### config.mk
export PLATFORM = sky130hd
export DESIGN_NAME = strload_top
export DESIGN_NICKNAME = d
export VERILOG_FILES = /design/src/rtl/strload_pkg.sv /design/src/rtl/strload_dpath.sv /design/src/rtl/strload_ctrl.sv /design/src/rtl/strload_top.sv
export SDC_FILE = /design/constraint.sdc
export NUM_CORES = 1
export LEC_CHECK = 0
export CORE_UTILIZATION = 45
export DETAILED_ROUTE_END_ITERATION = 6
export GPL_TIMING_DRIVEN = 0
export PLACE_DENSITY = 0.75
export RECOVER_POWER = 100
export SLEW_MARGIN = 20
export SYNTH_ARGS = -nofsm -noshare
export SYNTH_HDL_FRONTEND = slang
export SYNTH_SLANG_ARGS = --single-unit
### constraint.sdc
create_clock -name clk -period 2.9 [get_ports clk]
set_input_delay 0.58 -clock clk [delete_from_list [all_inputs] [get_ports clk]]
set_output_delay 0.58 -clock clk [all_outputs]
set_load 0.1 [all_outputs]
### src/rtl/strload_pkg.sv
package strload_pkg;
  typedef enum logic [1:0] {ST_IDLE, ST_READ, ST_WRITE, ST_DONE} seqState_t;

  typedef struct packed {
    logic loadStart;
    logic issue;
    logic capture;
    logic writeWord;
  } seqCmd_t;

  typedef struct packed {
    logic laneZero;
    logic laneLast;
    logic lastByte;
    logic countZero;
    logic protHit;
    logic startZero;
  } seqStat_t;
endpackage

### src/rtl/strload_dpath.sv
module strload_dpath
  import strload_pkg::*;
#(
  parameter int XLEN      = 64,
  parameter int WORD_W    = 32,
  parameter int REG_IDX_W = 5,
  parameter int IMM_W     = 5,
  parameter int CNT_W     = 7
) (
  input  logic                 clk,
  input  logic                 rst_n,
  input  seqCmd_t              cmd,
  input  logic                 isIndexed,
  input  logic [IMM_W-1:0]     immCount,
  input  logic [CNT_W-1:0]     xerCount,
  input  logic [REG_IDX_W-1:0] rtIdx,
  input  logic [REG_IDX_W-1:0] raIdx,
  input  logic [REG_IDX_W-1:0] rbIdx,
  input  logic [XLEN-1:0]      baseA,
  input  logic [XLEN-1:0]      baseB,
  input  logic [7:0]           memRspData,
  output seqStat_t             stat,
  output logic [XLEN-1:0]      memAddr,
  output logic [REG_IDX_W-1:0] rfAddr,
  output logic [XLEN-1:0]      rfData
);
  localparam int BYTES  = WORD_W / 8;
  localparam int LANE_W = (BYTES > 1) ? $clog2(BYTES) : 1;
  localparam logic [CNT_W-1:0] IMM_FULL = CNT_W'(1 << IMM_W);

  logic [XLEN-1:0]      addrQ;
  logic [CNT_W-1:0]     remainQ;
  logic [REG_IDX_W-1:0] destQ, raQ, rbQ;
  logic                 idxQ;
  logic [LANE_W-1:0]    laneQ;
  logic [WORD_W-1:0]    wordQ;

  logic [XLEN-1:0]  raVal, effAddr;
  logic [CNT_W-1:0] effCount;

  always_comb begin
    raVal    = (raIdx == '0) ? '0 : baseA;
    effAddr  = isIndexed ? (raVal + baseB) : raVal;
    if (isIndexed)           effCount = xerCount;
    else if (immCount == '0) effCount = IMM_FULL;
    else                     effCount = CNT_W'(immCount);
  end

  always_ff @(posedge clk or negedge rst_n) begin
    if (!rst_n) begin
      addrQ   <= '0;
      remainQ <= '0;
      destQ   <= '0;
      raQ     <= '0;
      rbQ     <= '0;
      idxQ    <= 1'b0;
      laneQ   <= '0;
      wordQ   <= '0;
    end else if (cmd.loadStart) begin
      addrQ   <= effAddr;
      remainQ <= effCount;
      destQ   <= rtIdx;
      raQ     <= raIdx;
      rbQ     <= rbIdx;
      idxQ    <= isIndexed;
      laneQ   <= '0;
      wordQ   <= '0;
    end else if (cmd.capture) begin
      for (int b = 0; b < BYTES; b++) begin
        if (laneQ == LANE_W'(b)) wordQ[WORD_W-1-8*b -: 8] <= memRspData;
      end
      laneQ   <= laneQ + 1'b1;
      addrQ   <= addrQ + 1'b1;
      remainQ <= remainQ - 1'b1;
    end else if (cmd.writeWord) begin
      destQ <= destQ + 1'b1;
      laneQ <= '0;
      wordQ <= '0;
    end
  end

  always_comb begin
    stat.laneZero  = (laneQ == '0);
    stat.laneLast  = (laneQ == LANE_W'(BYTES - 1));
    stat.lastByte  = (remainQ == CNT_W'(1));
    stat.countZero = (remainQ == '0);
    stat.protHit   = ((raQ != '0) && (destQ == raQ)) || (idxQ && (destQ == rbQ));
    stat.startZero = isIndexed && (xerCount == '0);
  end

  assign memAddr = addrQ;
  assign rfAddr  = destQ;
  assign rfData  = {{(XLEN-WORD_W){1'b0}}, wordQ};
endmodule

### src/rtl/strload_ctrl.sv
module strload_ctrl
  import strload_pkg::*;
(
  input  logic     clk,
  input  logic     rst_n,
  input  logic     start,
  input  logic     littleEndian,
  input  logic     memRspValid,
  input  seqStat_t stat,
  output seqCmd_t  cmd,
  output logic     busy,
  output logic     done,
  output logic     alignFault
);
  seqState_t state, stateNxt;
  logic pending, faultQ;

  always_comb begin
    cmd      = '0;
    stateNxt = state;
    unique case (state)
      ST_IDLE: begin
        if (start && !littleEndian) begin
          cmd.loadStart = 1'b1;
          stateNxt = stat.startZero ? ST_DONE : ST_READ;
        end
      end
      ST_READ: begin
        if (!pending) begin
          // stop before a word whose destination holds an address source
          if (stat.laneZero && stat.protHit) stateNxt = ST_DONE;
          else cmd.issue = 1'b1;
        end else if (memRspValid) begin
          cmd.capture = 1'b1;
          if (stat.lastByte || stat.laneLast) stateNxt = ST_WRITE;
        end
      end
      ST_WRITE: begin
        cmd.writeWord = 1'b1;
        stateNxt = stat.countZero ? ST_DONE : ST_READ;
      end
      ST_DONE: stateNxt = ST_IDLE;
      default: stateNxt = ST_IDLE;
    endcase
  end

  always_ff @(posedge clk or negedge rst_n) begin
    if (!rst_n) begin
      state   <= ST_IDLE;
      pending <= 1'b0;
      faultQ  <= 1'b0;
    end else begin
      state  <= stateNxt;
      faultQ <= (state == ST_IDLE) && start && littleEndian;
      if (cmd.issue)        pending <= 1'b1;
      else if (cmd.capture) pending <= 1'b0;
    end
  end

  assign busy       = (state != ST_IDLE);
  assign done       = (state == ST_DONE);
  assign alignFault = faultQ;
endmodule

### src/rtl/strload_top.sv
module strload_top
  import strload_pkg::*;
#(
  parameter int XLEN      = 64,
  parameter int WORD_W    = 32,
  parameter int NREGS     = 32,
  parameter int IMM_W     = 5,
  parameter int CNT_W     = 7,
  localparam int REG_IDX_W = $clog2(NREGS)
) (
  input  logic                 clk,
  input  logic                 rst_n,
  input  logic                 start,
  input  logic                 isIndexed,
  input  logic                 littleEndian,
  input  logic [IMM_W-1:0]     immCount,
  input  logic [CNT_W-1:0]     xerCount,
  input  logic [REG_IDX_W-1:0] rtIdx,
  input  logic [REG_IDX_W-1:0] raIdx,
  input  logic [REG_IDX_W-1:0] rbIdx,
  input  logic [XLEN-1:0]      baseA,
  input  logic [XLEN-1:0]      baseB,
  output logic                 memReq,
  output logic [XLEN-1:0]      memAddr,
  input  logic                 memRspValid,
  input  logic [7:0]           memRspData,
  output logic                 rfWe,
  output logic [REG_IDX_W-1:0] rfAddr,
  output logic [XLEN-1:0]      rfData,
  output logic                 busy,
  output logic                 done,
  output logic                 alignFault
);
  seqCmd_t  cmd;
  seqStat_t stat;

  strload_ctrl u_ctrl (
    .clk(clk), .rst_n(rst_n), .start(start), .littleEndian(littleEndian),
    .memRspValid(memRspValid), .stat(stat), .cmd(cmd),
    .busy(busy), .done(done), .alignFault(alignFault)
  );

  strload_dpath #(
    .XLEN(XLEN), .WORD_W(WORD_W), .REG_IDX_W(REG_IDX_W), .IMM_W(IMM_W), .CNT_W(CNT_W)
  ) u_dpath (
    .clk(clk), .rst_n(rst_n), .cmd(cmd), .isIndexed(isIndexed),
    .immCount(immCount), .xerCount(xerCount), .rtIdx(rtIdx), .raIdx(raIdx),
    .rbIdx(rbIdx), .baseA(baseA), .baseB(baseB), .memRspData(memRspData),
    .stat(stat), .memAddr(memAddr), .rfAddr(rfAddr), .rfData(rfData)
  );

  assign memReq = cmd.issue;
  assign rfWe   = cmd.writeWord;
endmodule

# Word level (Yosys, flattened, before mapping)
# Index checks and enable logic that the tools add are counted.
dict set report totals {
  regBits 125
  in_bits 169
  output_inout_bits 138
  elab_cells 104
}
dict set report classes {
  addsub 5
  eq_ne 18
  mux 39
  reduce_logical 28
}
# cell n
set ops {}
lappend ops {{$mux W64} 4}
lappend ops {{$mux W32} 3}
lappend ops {{$add A64 B1 Y64 const B} 1}
lappend ops {{$add A64 B64 Y64} 1}
lappend ops {{$mux W8} 4}
lappend ops {{$mux W2} 11}
lappend ops {{$mux W7} 3}
lappend ops {{$mux W5} 3}
lappend ops {{$ne A3 B1 Y1 const B} 5}
lappend ops {{$logic_not A7 Y1} 2}
lappend ops {{$eq A5 B5 Y1} 2}
lappend ops {{$logic_not A5 Y1} 2}
lappend ops {{$reduce_and A2 Y1} 5}
lappend ops {{$mux W1} 9}
lappend ops {{$eq A2 B2 Y1 const B} 4}
lappend ops {{$pmux W2 S4} 1}
lappend ops {{$reduce_bool A2 Y1} 4}
lappend ops {{$eq A7 B1 Y1 const B} 1}
lappend ops {{$logic_and A1 B1 Y1} 7}
lappend ops {{$sub A7 B1 Y7 const B} 1}
lappend ops {{$mux W6} 1}
lappend ops {{$ne A3 B3 Y1 const B} 2}
lappend ops {{$add A5 B1 Y5 const B} 1}
lappend ops {{$reduce_bool A5 Y1} 1}
lappend ops {{8 further kinds} 12}

# Logic depth before layout (Yosys ltp)
dict set report depth {
  word_depth 9
  depth_mapped 18
}

# Hierarchy
# Synthesis repeated with hierarchy kept, for this count alone.
dict set report unflattened {
  hier_cells 1415
  area_unflattened_um2 11563.6
}
# module instances cells_per_inst area_per_inst_um2
set modules_own_cells {}
lappend modules_own_cells {strload_dpath 1 1388 11329.6}
lappend modules_own_cells {strload_ctrl 1 27 234.0}

# Least setup slack after synthesis
# Ideal clock, no wire load.
dict set report synth_path {
  path_kind {input to register}
  from {in raIdx[1]}
  to {reg u_dpath.addrQ[50] (netlist: u_dpath.memAddr[50])}
  arrival_time_ns 3.829
  required_ns 2.777
  slack_ns -1.052
  stages 16
  path_buffers 2
  path_cell_list {nor3_1 > nand2_1 > clkbuf_1 > clkbuf_1 > and2_1 > fa_1 > a21oi_1 > o211ai_1 > nor3b_2 > nor3b_2 > a21oi_1 > o21ai_2 > nor4b_1 > a311o_1 > xnor2_1 > o221a_2}
}
dict set report synth_via {
  elab_chain_len 5
}
# element line_no
set synth_lines {}
lappend synth_lines {{start, declared} strload_top.sv:19} ;# input logic [REG_IDX_W-1:0] raIdx,
lappend synth_lines {{$logic_not A5 Y1 (*)} strload_dpath.sv:42} ;# raVal = (raIdx == '0) ? '0 : baseA;
lappend synth_lines {{$mux W64 (*)} strload_dpath.sv:42}
lappend synth_lines {{$add A64 B64 Y64} strload_dpath.sv:43} ;# effAddr = isIndexed ? (raVal + baseB) : raVal;
lappend synth_lines {{$mux W64 (*)} strload_dpath.sv:43}
lappend synth_lines {{$mux W64 (*)} strload_dpath.sv:59} ;# end else if (cmd.loadStart) begin
lappend synth_lines {{end signal, assigned} strload_dpath.sv:60} ;# addrQ <= effAddr;
lappend synth_lines {{end signal, assigned} strload_dpath.sv:73} ;# addrQ <= addrQ + 1'b1;
lappend synth_lines {{end, declared} strload_dpath.sv:31} ;# logic [XLEN-1:0] addrQ;
# Mark *: on every way between the ends. The rest lies on a longest branch, timed or not.
# A chain may end at the register's enable or synchronous reset.

# Worst setup path in the final report
dict set report layout_path {
  from {in raIdx[0]}
  to {reg u_dpath.addrQ[61] (netlist: u_dpath.memAddr[61])}
}
# Same word-level chain as after synthesis.

==> impl_metrics.csv <==
group,metric,value,unit
outcome,status,"complete, but fails checks",
outcome,violations,"negative setup slack",
drt,wl,46900,µm
global_route,grt_pass1_wl,70400,µm
yosys,synthFlopType,"dfrtp_1",
setup_path,cp_max_fo,10,
setup_path,cp-end-kind,"flop",
layout,drive_above_1_share,0.171,
clock_tree,numCtsBuffers,17,
setup_path,crit_required,3.20,ns
sta,clock_skew,0.0119,ns
yosys,async_reset_ff_frac,1.00,
pwr,ir_drop,887,µV
global_route,grt_pass1_vias,12400,
placement,gp_congestion,1.02,
yosys,yosysTopAreaCell,"dfrtp_1",
global_route,grt_overflow_total,0,
placement,placedCellCount,2101,
layout,fin_cells,2179,
yosys,ys_warn_count,0,
setup_path,worstPathCellList,"buf_6, nor3_4, nand2_4, clkbuf_8, and2_1, ha_4, and4_1, nand2_1, a211o_1, a31o_1, a211oi_4, a31oi_4, o21ai_4, a41oi_2, xnor2_1, o221a_1",
pwr,clkPwrFrac,0.140,
sta,drv_slew,0,
pwr,p_comb_frac,0.643,
pwr,cellLeakagePower,7.10,nW
drt,viasPerCell,5.89,
pwr,net-switching-power,9.47,mW
layout,n_antenna_cell,0,
clock_tree,cts_tree,"built",
floorplan,dieWidth,161,µm
sta,grt_setup_unrepaired,"true",
pwr,pwr-share-seq,0.218,
floorplan,io_pins,307,
yosys,avgSynthCellArea,7.76,µm²
yosys,yosysSeqAreaShare,0.274,
sta,fmax,268,MHz
min_path,min_path_type,"input pin to flop",
clock_tree,numClockSinks,125,
floorplan,dieHeight,161,µm
setup_path,critPathKind,"input pin to flop",
clock_tree,ctsHtreeMaxLevel,4,
pwr,total_power,15.9,mW
layout,area_delta_synth_final,47.0,%
yosys,netlist_top_cells_area,"dfrtp_1, ha_1, nand2_1, a21oi_1, xor2_1",
drt,drc,0,
sta,period_share,1.29,
yosys,ys_ff_latch,125,
layout,layout_common_cells,"nand2_1, clkdlybuf4s50_1, dfrtp_1",
yosys,netlist.area_leader.share,0.274,
pwr,p_sw_frac,0.596,
sta,setup_ws,-0.827,ns
floorplan,start_util,0.464,
setup_path,cp_slowest_cell,"ha_4",
global_route,grt_use_total,0.357,
sta,finalHoldViolCount,0,
yosys,netlist_instances,1471,
layout,final_common_cell,"nand2_1",
pwr,p_per_area,947,nW/µm²
drt,antenna_left,0,
floorplan,coreArea,24600,µm²
sta,worst_pin_slew,1.31,ns
global_route,antenna_found_initial,1,
pwr,intPower,6.41,mW
drt,drt_iter0_drc,1149,
drt,routedWlPerCell,21.5,µm
setup_path,cp-start-kind,"input pin",
setup_path,max_stage_delay,0.32,ns
yosys,synth-edff-count,0,
yosys,synth_area,11400,µm²
yosys,ys_types,77,
placement,io_buffer_count,274,
clock_tree,clockRootBuffer,"clkbuf_16",
sta,hold_slack,0.347,ns
clock_tree,clockBufferDepth,2,
clock_tree,clkSlewWorstSetupHoldPaths,0.06,ns
setup_path,cp_data_arrival_time,4.03,ns
run,max-cap-violations,0,
global_route,grt_max_degree,77,
sta,max_slew_margin,0.125,
drt,vias,12800,
layout,nNetsFinal,2083,
drt,dr.pass1.iters,5,
sta,layout_min_cycle_time,3.73,ns
placement,hpwl,35600,µm
floorplan,die_area,26000,µm²
clock_tree,insertion_delay,0.44,ns
sta,setup_viol,70,
floorplan,rows,57,
==> final timing paths <==
| path | startpoint | depth (start not counted) | slack (ns) | endpoint |
|---|---|---|---|---|
| hold / removal | raIdx[0] | 3 | 0.35 | u_dpath.raQ[0] |
| hold reg to reg | u_dpath.wordQ[21] | 2 | 0.47 | u_dpath.wordQ[21] |
| min in group asynchronous | rst_n | 1 | 0.43 | u_dpath.wordQ[10] |
| max in group asynchronous | rst_n | 2 | 0.65 | u_dpath.memAddr[36] |
| setup reg to reg | u_ctrl.state[1] | 10 | -0.36 | u_dpath.memAddr[61] |
| setup / recovery | raIdx[0] | 16 | -0.83 | u_dpath.memAddr[61] |
==> logic make-up (layout without fill, tap and decap cells) <==
logic type | Yosys count | in the layout | synth area share
compound gates | 414 | 414 | 0.228
simple gates | 578 | 578 | 0.247
xor+xnor | 121 | 121 | 0.0929
flops | 125 | 125 | 0.274
fa+ha+maj | 72 | 72 | 0.0796
other cells | 1 | 32 | 0.000329
buf+inv | 138 | 491 | 0.0573
mux | 22 | 22 | 0.0201
==> worst max-delay path, delay by kind of cell <==
| kind | cells | cell delay, ns |
|---|---|---|
| compound gates | 7 | 1.71 |
| simple gates | 5 | 0.91 |
| buf+inv | 2 | 0.33 |
| fa+ha+maj | 1 | 0.32 |
| xor+xnor | 1 | 0.18 |
==> final cells by class <==
class / count / area (µm²)
clock buffer: 18 / 439
tap: 324 / 405
fill: 2067 / 7840
multi-input combinational: 1239 / 8670
sequential: 125 / 3130
clock inverter: 14 / 163
buffer: 103 / 649
timing repair buffer: 327 / 3200
inverter: 29 / 113
==> metrics by stage <==
stage	instance area (µm²)	utilization	setup slack [ns]	TNS (ns)
4_1_cts	16300	0.664	-0.757	-26.84
5_1_grt	16800	0.682	-0.895	-38.94
3_3_place_gp	15000	0.609	-3.81	-585.57
3_5_place_dp	15000	0.610	-2.45	-117.19
2_1_floorplan	11800	-	-0.733	-18.54
6_report	16800	0.682	-0.827	-33.29
==> repair_timing <==
action / 4_1_cts / 5_1_grt
pin swaps: 54 / 57
hold buffers: 0 / 0
setup endpoints to repair: 77 / 83
setup buffers: 38 / 15
resized for setup: 117 / 95
endpoints found under the hold margin: 0 / 0
==> registers in the layout, indices dropped and copies added, names as in the netlist <==
name and cells:
u_ctrl.alignFault 1, u_ctrl.pending 1, u_ctrl.state 2, u_dpath.idxQ 1
u_dpath.laneQ 2, u_dpath.memAddr 64, u_dpath.raQ 5, u_dpath.rbQ 5
u_dpath.remainQ 7, u_dpath.rfAddr 5, u_dpath.wordQ 32
==> synthesized netlist by cell type, types with 29 or more instances <==
library cell / count
nand2_1: 215
a21oi_1: 140
xor2_1: 72
and3_1: 32
xnor2_1: 49
nand3_1: 55
buf_4: 32
nor2_1: 96
a21o_1: 33
nand4_1: 33
dfrtp_1: 125
clkbuf_1: 56
o21ai_0: 98
inv_1: 29
ha_1: 71
and2_1: 69
==> power groups by stage <==
stage / logic [mW] / clock network, mW / registers (mW)
5_1_grt: 10.7 / 2.32 / 3.55
2_1_floorplan: 3.06 / 0 / 7.69
4_1_cts: 10.3 / 2.23 / 3.43
3_3_place_gp: 9.98 / 0 / 3.42
6_report: 10.2 / 2.22 / 3.46
3_5_place_dp: 10.1 / 0 / 3.43
==> metal layers <==
layer  up-vias  GRT usage  part of all wire
li1       5953          -                 -
met1      6087      0.460              0.40
met2       668      0.579              0.47
met3       136     0.0529             0.086
met4         0      0.184             0.045
met5         -          0                 0
No activity file was read; power rests on OpenSTA's default activity.
